File: src/rtl/i2c_regfront_pkg.sv
package i2c_regfront_pkg;

    // Word indexes on bus_addr[5:2]
    localparam logic [3:0] IX_CTL   = 4'd0;
    localparam logic [3:0] IX_DIV   = 4'd1;
    localparam logic [3:0] IX_STAT  = 4'd2;
    localparam logic [3:0] IX_TADR  = 4'd3;
    localparam logic [3:0] IX_TXD   = 4'd4;
    localparam logic [3:0] IX_RXD   = 4'd5;
    localparam logic [3:0] IX_CMD   = 4'd6;
    localparam logic [3:0] IX_FCTL  = 4'd7;
    localparam logic [3:0] IX_FSTAT = 4'd8;
    localparam logic [3:0] IX_DCNT  = 4'd9;
    localparam logic [3:0] IX_RCNT  = 4'd10;

    typedef enum logic [1:0] {
        FL_IDLE  = 2'd0,
        FL_CLEAR = 2'd1,
        FL_HOLD  = 2'd2
    } flush_state_e;

    typedef struct packed {
        logic nack;
        logic stop;
        logic arb;
        logic pend;
        logic berr;
    } stat_t;

endpackage

File: src/rtl/i2c_regfront_fifo.sv
module i2c_regfront_fifo #(
    parameter int DEPTH = 16,
    parameter int W     = 8,
    localparam int PTR_W = $clog2(DEPTH),
    localparam int LVL_W = $clog2(DEPTH + 1)
) (
    input  logic             clk,
    input  logic             rst_n,
    input  logic             clr,
    input  logic             push,
    input  logic [W-1:0]     din,
    input  logic             pop,
    output logic [W-1:0]     dout,
    output logic             empty,
    output logic             full,
    output logic [LVL_W-1:0] level
);

    logic [W-1:0]     mem [DEPTH];
    logic [PTR_W-1:0] rd_ptr, wr_ptr;
    logic [LVL_W-1:0] count;
    logic             do_push, do_pop;

    assign empty   = (count == '0);
    assign full    = (count == LVL_W'(DEPTH));
    assign level   = count;
    assign do_push = push & ~full & ~clr;
    assign do_pop  = pop & ~empty & ~clr;
    assign dout    = empty ? '0 : mem[rd_ptr];

    function automatic logic [PTR_W-1:0] bump(input logic [PTR_W-1:0] p);
        return (p == PTR_W'(DEPTH - 1)) ? '0 : p + 1'b1;
    endfunction

    always_ff @(posedge clk or negedge rst_n) begin
        if (!rst_n) begin
            rd_ptr <= '0;
            wr_ptr <= '0;
            count  <= '0;
        end else if (clr) begin
            rd_ptr <= '0;
            wr_ptr <= '0;
            count  <= '0;
        end else begin
            if (do_push) wr_ptr <= bump(wr_ptr);
            if (do_pop)  rd_ptr <= bump(rd_ptr);
            count <= count + LVL_W'(do_push) - LVL_W'(do_pop);
        end
    end

    always_ff @(posedge clk) begin
        if (do_push) mem[wr_ptr] <= din;
    end

    AST_NO_OVERFLOW: assert property (@(posedge clk) disable iff (!rst_n)
        count <= LVL_W'(DEPTH));
    AST_FULL_DROP: assert property (@(posedge clk) disable iff (!rst_n)
        full && push && !pop && !clr |=> full);
    AST_EMPTY_STAYS: assert property (@(posedge clk) disable iff (!rst_n)
        empty && !push |=> empty);

endmodule

File: src/rtl/i2c_regfront_flush.sv
module i2c_regfront_flush
    import i2c_regfront_pkg::*;
(
    input  logic clk,
    input  logic rst_n,
    input  logic hold,
    input  logic start,
    output logic busy
);

    flush_state_e state, nxt;

    always_ff @(posedge clk or negedge rst_n) begin
        if (!rst_n) state <= FL_IDLE;
        else        state <= nxt;
    end

    always_comb begin
        nxt = state;
        if (hold) begin
            nxt = FL_IDLE;
        end else begin
            unique case (state)
                FL_IDLE:  if (start) nxt = FL_CLEAR;
                FL_CLEAR: nxt = FL_HOLD;
                FL_HOLD:  nxt = FL_IDLE;
                default:  nxt = FL_IDLE;
            endcase
        end
    end

    always_comb begin
        busy = (state != FL_IDLE);
    end

    AST_FLUSH_LEN: assert property (@(posedge clk) disable iff (!rst_n)
        state == FL_CLEAR && !hold |=> state == FL_HOLD);

endmodule

File: src/rtl/i2c_regfront.sv
module i2c_regfront
    import i2c_regfront_pkg::*;
#(
    parameter int FIFO_DEPTH = 16,
    parameter int CMD_W      = 16,
    localparam int LVL_W     = $clog2(FIFO_DEPTH + 1),
    localparam int NCH       = 2
) (
    input  logic             clk,
    input  logic             rst_n,
    input  logic             bus_sel,
    input  logic             bus_wr,
    input  logic [5:0]       bus_addr,
    input  logic [31:0]      bus_wdata,
    output logic [31:0]      bus_rdata,
    output logic             irq_o,
    output logic             seq_en,
    output logic [7:0]       seq_clk_div,
    output logic [7:0]       seq_target,
    output logic [7:0]       seq_byte_cnt,
    output logic [CMD_W-1:0] seq_cmd,
    output logic             seq_go,
    output logic             seq_ignore_nack,
    input  logic             tx_req,
    output logic [7:0]       tx_byte,
    output logic             tx_valid,
    input  logic             rx_push,
    input  logic [7:0]       rx_byte,
    input  logic             ev_done,
    input  logic             ev_nack,
    input  logic             ev_bus_err,
    input  logic             ev_arb_lost,
    input  logic             ev_stop,
    input  logic             bus_busy
);

    // Channel 0 is receive, channel 1 is transmit; flush bit = channel + 1
    localparam int CH_RX = 0;
    localparam int CH_TX = 1;

    logic             ctl_en, ctl_ie, nib_q, go_q;
    logic [7:0]       div_q, tadr_q, dcnt_q, rcnt_q;
    logic [CMD_W-1:0] cmd_q;
    stat_t            st_q, st_nxt;

    logic       aligned, wr_any, rd_any;
    logic [3:0] idx;

    logic [NCH-1:0] f_clr, f_push, f_pop, f_empty, f_full, f_busy, f_start;
    logic [7:0]       f_din  [NCH];
    logic [7:0]       f_dout [NCH];
    logic [LVL_W-1:0] f_lvl  [NCH];
    logic             rx_acc;

    assign aligned = (bus_addr[1:0] == 2'b00);
    assign idx     = bus_addr[5:2];
    assign wr_any  = bus_sel & bus_wr & aligned;
    assign rd_any  = bus_sel & ~bus_wr & aligned;

    // Channel-specific queue hookup
    assign f_push[CH_RX] = rx_push;
    assign f_din[CH_RX]  = rx_byte;
    assign f_pop[CH_RX]  = rd_any & (idx == IX_RXD);
    assign f_push[CH_TX] = wr_any & (idx == IX_TXD);
    assign f_din[CH_TX]  = bus_wdata[7:0];
    assign f_pop[CH_TX]  = tx_req;

    genvar g;
    generate
        for (g = 0; g < NCH; g++) begin : g_ch
            assign f_start[g] = wr_any & (idx == IX_FCTL) & bus_wdata[g + 1];
            assign f_clr[g]   = ~ctl_en | f_busy[g];

            i2c_regfront_flush u_flush (
                .clk   (clk),
                .rst_n (rst_n),
                .hold  (~ctl_en),
                .start (f_start[g]),
                .busy  (f_busy[g])
            );

            i2c_regfront_fifo #(.DEPTH(FIFO_DEPTH), .W(8)) u_fifo (
                .clk   (clk),
                .rst_n (rst_n),
                .clr   (f_clr[g]),
                .push  (f_push[g]),
                .din   (f_din[g]),
                .pop   (f_pop[g]),
                .dout  (f_dout[g]),
                .empty (f_empty[g]),
                .full  (f_full[g]),
                .level (f_lvl[g])
            );

            AST_FLUSH_DONE: assert property (@(posedge clk) disable iff (!rst_n)
                $fell(f_busy[g]) |-> f_empty[g]);
        end
    endgenerate

    assign rx_acc = rx_push & ~f_full[CH_RX] & ~f_clr[CH_RX];

    // Configuration registers: survive disable
    always_ff @(posedge clk or negedge rst_n) begin
        if (!rst_n) begin
            ctl_en <= 1'b0;
            ctl_ie <= 1'b0;
            div_q  <= '0;
            tadr_q <= '0;
            dcnt_q <= '0;
            cmd_q  <= '0;
            nib_q  <= 1'b0;
        end else if (wr_any) begin
            unique case (idx)
                IX_CTL: begin
                    ctl_en <= bus_wdata[7];
                    ctl_ie <= bus_wdata[5];
                end
                IX_DIV:  div_q  <= bus_wdata[7:0];
                IX_TADR: tadr_q <= bus_wdata[7:0];
                IX_DCNT: dcnt_q <= bus_wdata[7:0];
                IX_CMD:  cmd_q  <= bus_wdata[CMD_W-1:0];
                IX_FCTL: nib_q  <= bus_wdata[0];
                default: ;
            endcase
        end
    end

    // Latched status: clear on write, set by events (set wins)
    always_comb begin
        st_nxt = st_q;
        if (wr_any && idx == IX_STAT) begin
            if (bus_wdata == 32'd0) begin
                st_nxt = '0;
            end else begin
                st_nxt.berr = st_q.berr & ~bus_wdata[1];
                st_nxt.pend = st_q.pend & ~bus_wdata[2];
                st_nxt.arb  = st_q.arb  & ~bus_wdata[3];
                st_nxt.stop = st_q.stop & ~bus_wdata[4];
            end
        end
        st_nxt.berr = st_nxt.berr | ev_bus_err;
        st_nxt.arb  = st_nxt.arb  | ev_arb_lost;
        st_nxt.stop = st_nxt.stop | ev_stop;
        st_nxt.nack = st_nxt.nack | ev_nack;
        st_nxt.pend = st_nxt.pend | ev_done | ev_nack | ev_bus_err;
        if (!ctl_en) st_nxt = '0;
    end

    always_ff @(posedge clk or negedge rst_n) begin
        if (!rst_n) begin
            st_q   <= '0;
            rcnt_q <= '0;
            go_q   <= 1'b0;
        end else begin
            st_q <= st_nxt;
            go_q <= ctl_en & wr_any & (idx == IX_CMD);
            if (!ctl_en)                        rcnt_q <= '0;
            else if (wr_any && idx == IX_CMD)   rcnt_q <= '0;
            else if (rx_acc)                    rcnt_q <= rcnt_q + 8'd1;
        end
    end

    // Read mux
    always_comb begin
        bus_rdata = '0;
        if (rd_any) begin
            unique case (idx)
                IX_CTL: begin
                    bus_rdata[7] = ctl_en;
                    bus_rdata[5] = ctl_ie;
                end
                IX_DIV:  bus_rdata[7:0] = div_q;
                IX_STAT: begin
                    bus_rdata[1] = st_q.berr;
                    bus_rdata[2] = st_q.pend;
                    bus_rdata[3] = st_q.arb;
                    bus_rdata[4] = st_q.stop;
                    bus_rdata[6] = bus_busy;
                end
                IX_TADR: bus_rdata[7:0] = tadr_q;
                IX_RXD:  bus_rdata[7:0] = f_dout[CH_RX];
                IX_CMD:  bus_rdata[CMD_W-1:0] = cmd_q;
                IX_FCTL: begin
                    bus_rdata[0] = nib_q;
                    bus_rdata[1] = f_busy[CH_RX];
                    bus_rdata[2] = f_busy[CH_TX];
                end
                IX_FSTAT: begin
                    bus_rdata[1]     = st_q.nack;
                    bus_rdata[2]     = ~f_empty[CH_RX];
                    bus_rdata[5]     = f_full[CH_TX];
                    bus_rdata[15:8]  = 8'(f_lvl[CH_RX]);
                    bus_rdata[23:16] = 8'(f_lvl[CH_TX]);
                end
                IX_DCNT: bus_rdata[7:0] = dcnt_q;
                IX_RCNT: bus_rdata[7:0] = rcnt_q;
                default: bus_rdata = '0;
            endcase
        end
    end

    assign irq_o           = st_q.pend & ctl_ie;
    assign seq_en          = ctl_en;
    assign seq_clk_div     = div_q;
    assign seq_target      = tadr_q;
    assign seq_byte_cnt    = dcnt_q;
    assign seq_cmd         = cmd_q;
    assign seq_go          = go_q;
    assign seq_ignore_nack = nib_q;
    assign tx_byte         = f_dout[CH_TX];
    assign tx_valid        = ~f_empty[CH_TX];

    AST_IRQ_GATED: assert property (@(posedge clk) disable iff (!rst_n)
        irq_o |-> ctl_ie);
    AST_OFF_EMPTY: assert property (@(posedge clk) disable iff (!rst_n)
        !ctl_en |=> (f_empty == '1));
    AST_GO_ENABLED: assert property (@(posedge clk) disable iff (!rst_n)
        seq_go |-> seq_en);

endmodule

File: config.mk
export PLATFORM = sky130hd
export DESIGN_NAME = i2c_regfront
export DESIGN_NICKNAME = d
export VERILOG_FILES = /design/src/rtl/i2c_regfront_pkg.sv /design/src/rtl/i2c_regfront_fifo.sv /design/src/rtl/i2c_regfront_flush.sv /design/src/rtl/i2c_regfront.sv
export SDC_FILE = /design/constraint.sdc
export NUM_CORES = 1
export LEC_CHECK = 0
export ABC_AREA = 0
export BUFFER_PORTS_ARGS = -buffer_cell sky130_fd_sc_hd__buf_2
export CAP_MARGIN = 5
export CORE_ASPECT_RATIO = 1.2
export CORE_UTILIZATION = 55
export CTS_CLUSTER_SIZE = 16
export DETAILED_ROUTE_END_ITERATION = 16
export GPL_TIMING_DRIVEN = 0
export HOLD_SLACK_MARGIN = 0.15
export MAX_ROUTING_LAYER = met4
export PLACE_DENSITY = 0.75
export SLEW_MARGIN = 10
export SYNTH_ARGS = -nofsm -noshare
export SYNTH_HDL_FRONTEND = slang
export SYNTH_HIERARCHICAL = 1
export SYNTH_SLANG_ARGS = --single-unit
File: constraint.sdc
create_clock -name clk -period 3.5 [get_ports clk]
set_input_delay 1.05 -clock clk [delete_from_list [all_inputs] [get_ports clk]]
set_output_delay 1.05 -clock clk [all_outputs]
set_load 0.02 [all_outputs]
==> impl_metrics.toml <==
[clock_network]
clock-sinks = 343
cts_hold_buf = 0
cts.clk_slew.worst_paths_ns = 0.07
clk_latency_ns = 0.51
cts_buffers = 35
cts_root_buf = "clkbuf_16"
cts_tree = "yes"
ctsLongestPathBuffers = 3
htree_levels = 2

[synthesis]
synth_edf_count = 256
synth_compound_area_share_pct = 5.348
synth_top_area_share_pct = 50.24
ys_top_cells_by_area = "edfxtp_1 (50%), dfrtp_1 (14%), mux4_2 (6.0%)"
synthSimpleGateAreaFrac_pct = 8.855
synth_cells = 950
synth_top_family_by_area = "multiplexers"
synthesis.area_um2 = 15300
syn_avg_cell_area_um2 = 16.11
synth.ff_latch_count = 343
yosysWarnings = 6
synthFlopType = "edfxtp_1"
yosysSeqAreaShare_pct = 64.46
synthMuxAreaShare_pct = 15.13
synth_fa_ha_area_share_pct = 2.142
netlist.top_cell.by_area = "edfxtp_1"
async_reset_ff_share_pct = 25.36
synth_cell_type_count = 74
synth_xor_area_share_pct = 0.9158

[layout]
nets = 1237
seq_area_um2 = 9864
antenna_cells = 0
synthToLayoutAreaGrowth_pct = 18.91
fill_cells = 1877
multi_input_area_um2 = 5248
drive_above_1_share_pct = 33.05
fin_util_pct = 66.77

[sta]
setup_ws_ns = -0.6421
maxSlewViolCount = 0
period_needed_ns = 4.142
timing.final.crit_share_pct = 118.3
tns_ns = -3.750
fmax_mhz = 241.4
rsz0062_at_grt = "true"
relSlewSlack_pct = 40.14
finalHoldViolations = 0
finalSetupViolCount = 8
tightest_slew_ns = 0.8867
finalClockSkew_ns = 0.01070
fin_hold_ws_ns = 0.4350

[floorplan]
rows = 66
die_h_um = 184.7
die-area_um2 = 28500
initial_utilization_pct = 56.15
die_w_um = 154.3
core-area_um2 = 27250
io_pins = 143

[critical_path]
critPathRequiredTime_ns = 2.45
worst_path_max_delay_cell = "mux4_2"
crit_top_cell = "buf_12"
worstReg2RegStart = "seq_en"
cpPeakStageDelay_ns = 0.49
rr_endpoint = "g_ch[0].u_fifo/level[4]"
rrSetupSlack_ns = 0.30
worst_ep_arrival_time_ns = 3.09
ff2ff_path_depth = 13
critical_path_class = "reg2out"
crit_path_start_kind = "flip-flop"
path_max_fanout = 5
end_kind = "output pin"
crit_chain = "buf_12, buf_12, buf_12, mux4_2, a22oi_2, o21ai_2, mux2_4, a32o_1, a222oi_1, nor2_1, buf_4"

[power]
powerDensity_nw_per_um2 = 471.6
power.total_mw = 8.582
total_leakage_power_nw = 6.912
peakVddDrop_mv = 0.3693

[detailed_routing]
dr_wl_met3_mm = 2.323
finalWirelength_mm = 36.51
wl_met1_mm = 14.25
post-route-drc-count = 0
via_per_inst = 6.069
routed.top_layer = "met4"
drtIter0Drc = 709
dr.pass1.iters = 6
postRouteAntennaNets = 0
dr_wl_met2_mm = 18.66
vias = 9225
avgRoutedWirePerCell_um = 24.02

[status]
violations = "setup timing"
status = "finished, violations left"

[place]
place_hpwl_mm = 24.13
io_buffers = 129
gp_congestion = 0.9420
dp_slack_ns = -0.8854

[global_route]
grt_pass1_wl_mm = 55.25
grt.overflow.total = 0
track_usage_pct = 27.19
antenna_found_initial = 0
grt_max_degree = 65
first_global_vias = 9419

[min_path]
hold_class = "in2async"

[job]
drv_cap = 0
[logic make-up after synthesis]
kind of cell,count (synthesis)
AOI/OAI and AO/OA,119
xor gates and xnor gates,16
adders and majority gates,25
buffers and inverters,85
DFF,343
muxes,135
other,1
and+or+nand+nor,226
[layout make-up]
cell class | instances | share of cell area [%]
sequential | 343 | 54.21
tap | 340 | 2.338
clock inverter | 15 | 0.9627
inverter | 28 | 0.5776
clock buffer | 48 | 5.315
multi-input combinational | 532 | 28.84
buffer | 54 | 2.214
timing repair buffer | 160 | 5.542
[worst max-delay path: cells and delay by family (launching register included)]
| kind | cells | cell delay [ns] |
|---|---|---|
| simple gates | 1 | 0.15 |
| flops | 1 | 0.40 |
| compound gates | 4 | 0.74 |
| buf+inv | 4 | 0.53 |
| mux | 2 | 0.76 |
[through the flow]
stage | cells | area, um^2
after floorplan | 960 | 15380
after global placement | 1429 | 16450
after detailed placement | 1430 | 16480
after CTS | 1513 | 18000
after global routing | 1520 | 18200
final | 1520 | 18200
[worst max path at each step]
stage	end	slack [ns]	from	cells past startpoint
detailed placement	g_ch[0].u_fifo/level[4]	-0.89	bus_wr	15
global route	bus_rdata[3]	-0.77	g_ch[0].u_fifo/rd_ptr[0]	11
floorplan	g_ch[0].u_fifo/level[4]	0.002	bus_wr	14
finish	bus_rdata[3]	-0.64	g_ch[0].u_fifo/rd_ptr[0]	11
CTS	bus_rdata[3]	-0.62	g_ch[0].u_fifo/rd_ptr[0]	11
global placement	g_ch[0].u_fifo/level[4]	-0.86	bus_wr	15
[per-layer routing]
layer | GRT usage (%) | vias up
met5 | - | -
met4 | 10.42 | 0
met3 | 4.091 | 100
met2 | 45.67 | 360
met1 | 33.57 | 4661
li1 | - | 4104
[registers in the layout, indices dropped and copies added (netlist names)]
register,count
g_ch.u_fifo/mem,256
seq_cmd,16
g_ch.u_fifo/level,10
g_ch.u_fifo/rd_ptr,8
g_ch.u_fifo/wr_ptr,8
rcnt_q,8
seq_byte_cnt,8
seq_clk_div,8
seq_target,8
st_q,5
g_ch.u_flush/state,4
ctl_ie,1
seq_en,1
seq_go,1
seq_ignore_nack,1
[timing repair]
item | 4_1_cts | 5_1_grt
buffers inserted | 23 | 7
pin swaps | 25 | 15
resized for setup | 65 | 34
setup endpoints to repair | 33 | 29
[power by group]
| part | total, mW | internal (mW) | switching (mW) |
|---|---|---|---|
| combinational | 0.417 | 0.132 | 0.285 |
| sequential | 4.48 | 4.43 | 0.0535 |
| clock | 3.69 | 2.18 | 1.50 |
[cells in the mapped netlist (all sizes together), types with 3 or more instances]
cell and count:
nor3b 8, dfrtp 87, edfxtp 256, xor2 11, xnor2 5, a221oi 3, ha 23, a32oi 3
o32ai 4, nor4b 5, nand3 14, nand4 5, a21o 5, nand2 45, nor4 8, and4bb 3
o21ai 26, nor2b 14, mux4 65, nand3b 5, and3 13, nor2 61, inv 28, mux2 48
a21oi 23, clkbuf 7, and2 9, mux2i 22, or4 4, buf 50, nand2b 8, a22oi 27
nor3 12, a22o 7, or2 5
[cell usage in the layout, fill, tap and decap left out, drive strengths merged, types with 4 or more instances in the layout]
| cell type | Yosys | final |
|---|---|---|
| nor2b | 14 | 14 |
| or4 | 4 | 4 |
| buf | 50 | 204 |
| a22oi | 27 | 27 |
| clkbuf | 7 | 58 |
| mux2 | 48 | 48 |
| nand4 | 5 | 5 |
| nor3 | 12 | 12 |
| and2 | 9 | 9 |
| dfrtp | 87 | 87 |
| edfxtp | 256 | 256 |
| nand2b | 8 | 8 |
| nor3b | 8 | 8 |
| nand3b | 5 | 5 |
| conb | 1 | 11 |
| or2 | 5 | 5 |
| xor2 | 11 | 11 |
| o32ai | 4 | 4 |
| o21ai | 26 | 26 |
| mux4 | 65 | 65 |
| and3 | 13 | 13 |
| nand3 | 14 | 14 |
| nor4b | 5 | 5 |
| xnor2 | 5 | 5 |
| mux2i | 22 | 22 |
| a22o | 7 | 7 |
| ha | 23 | 23 |
| a21o | 5 | 5 |
| nor4 | 8 | 8 |
| nor2 | 61 | 61 |
| nand2 | 45 | 45 |
| clkinv | 0 | 8 |
| inv | 28 | 31 |
| a21oi | 23 | 23 |
No activity file was read; power rests on OpenSTA's default activity.
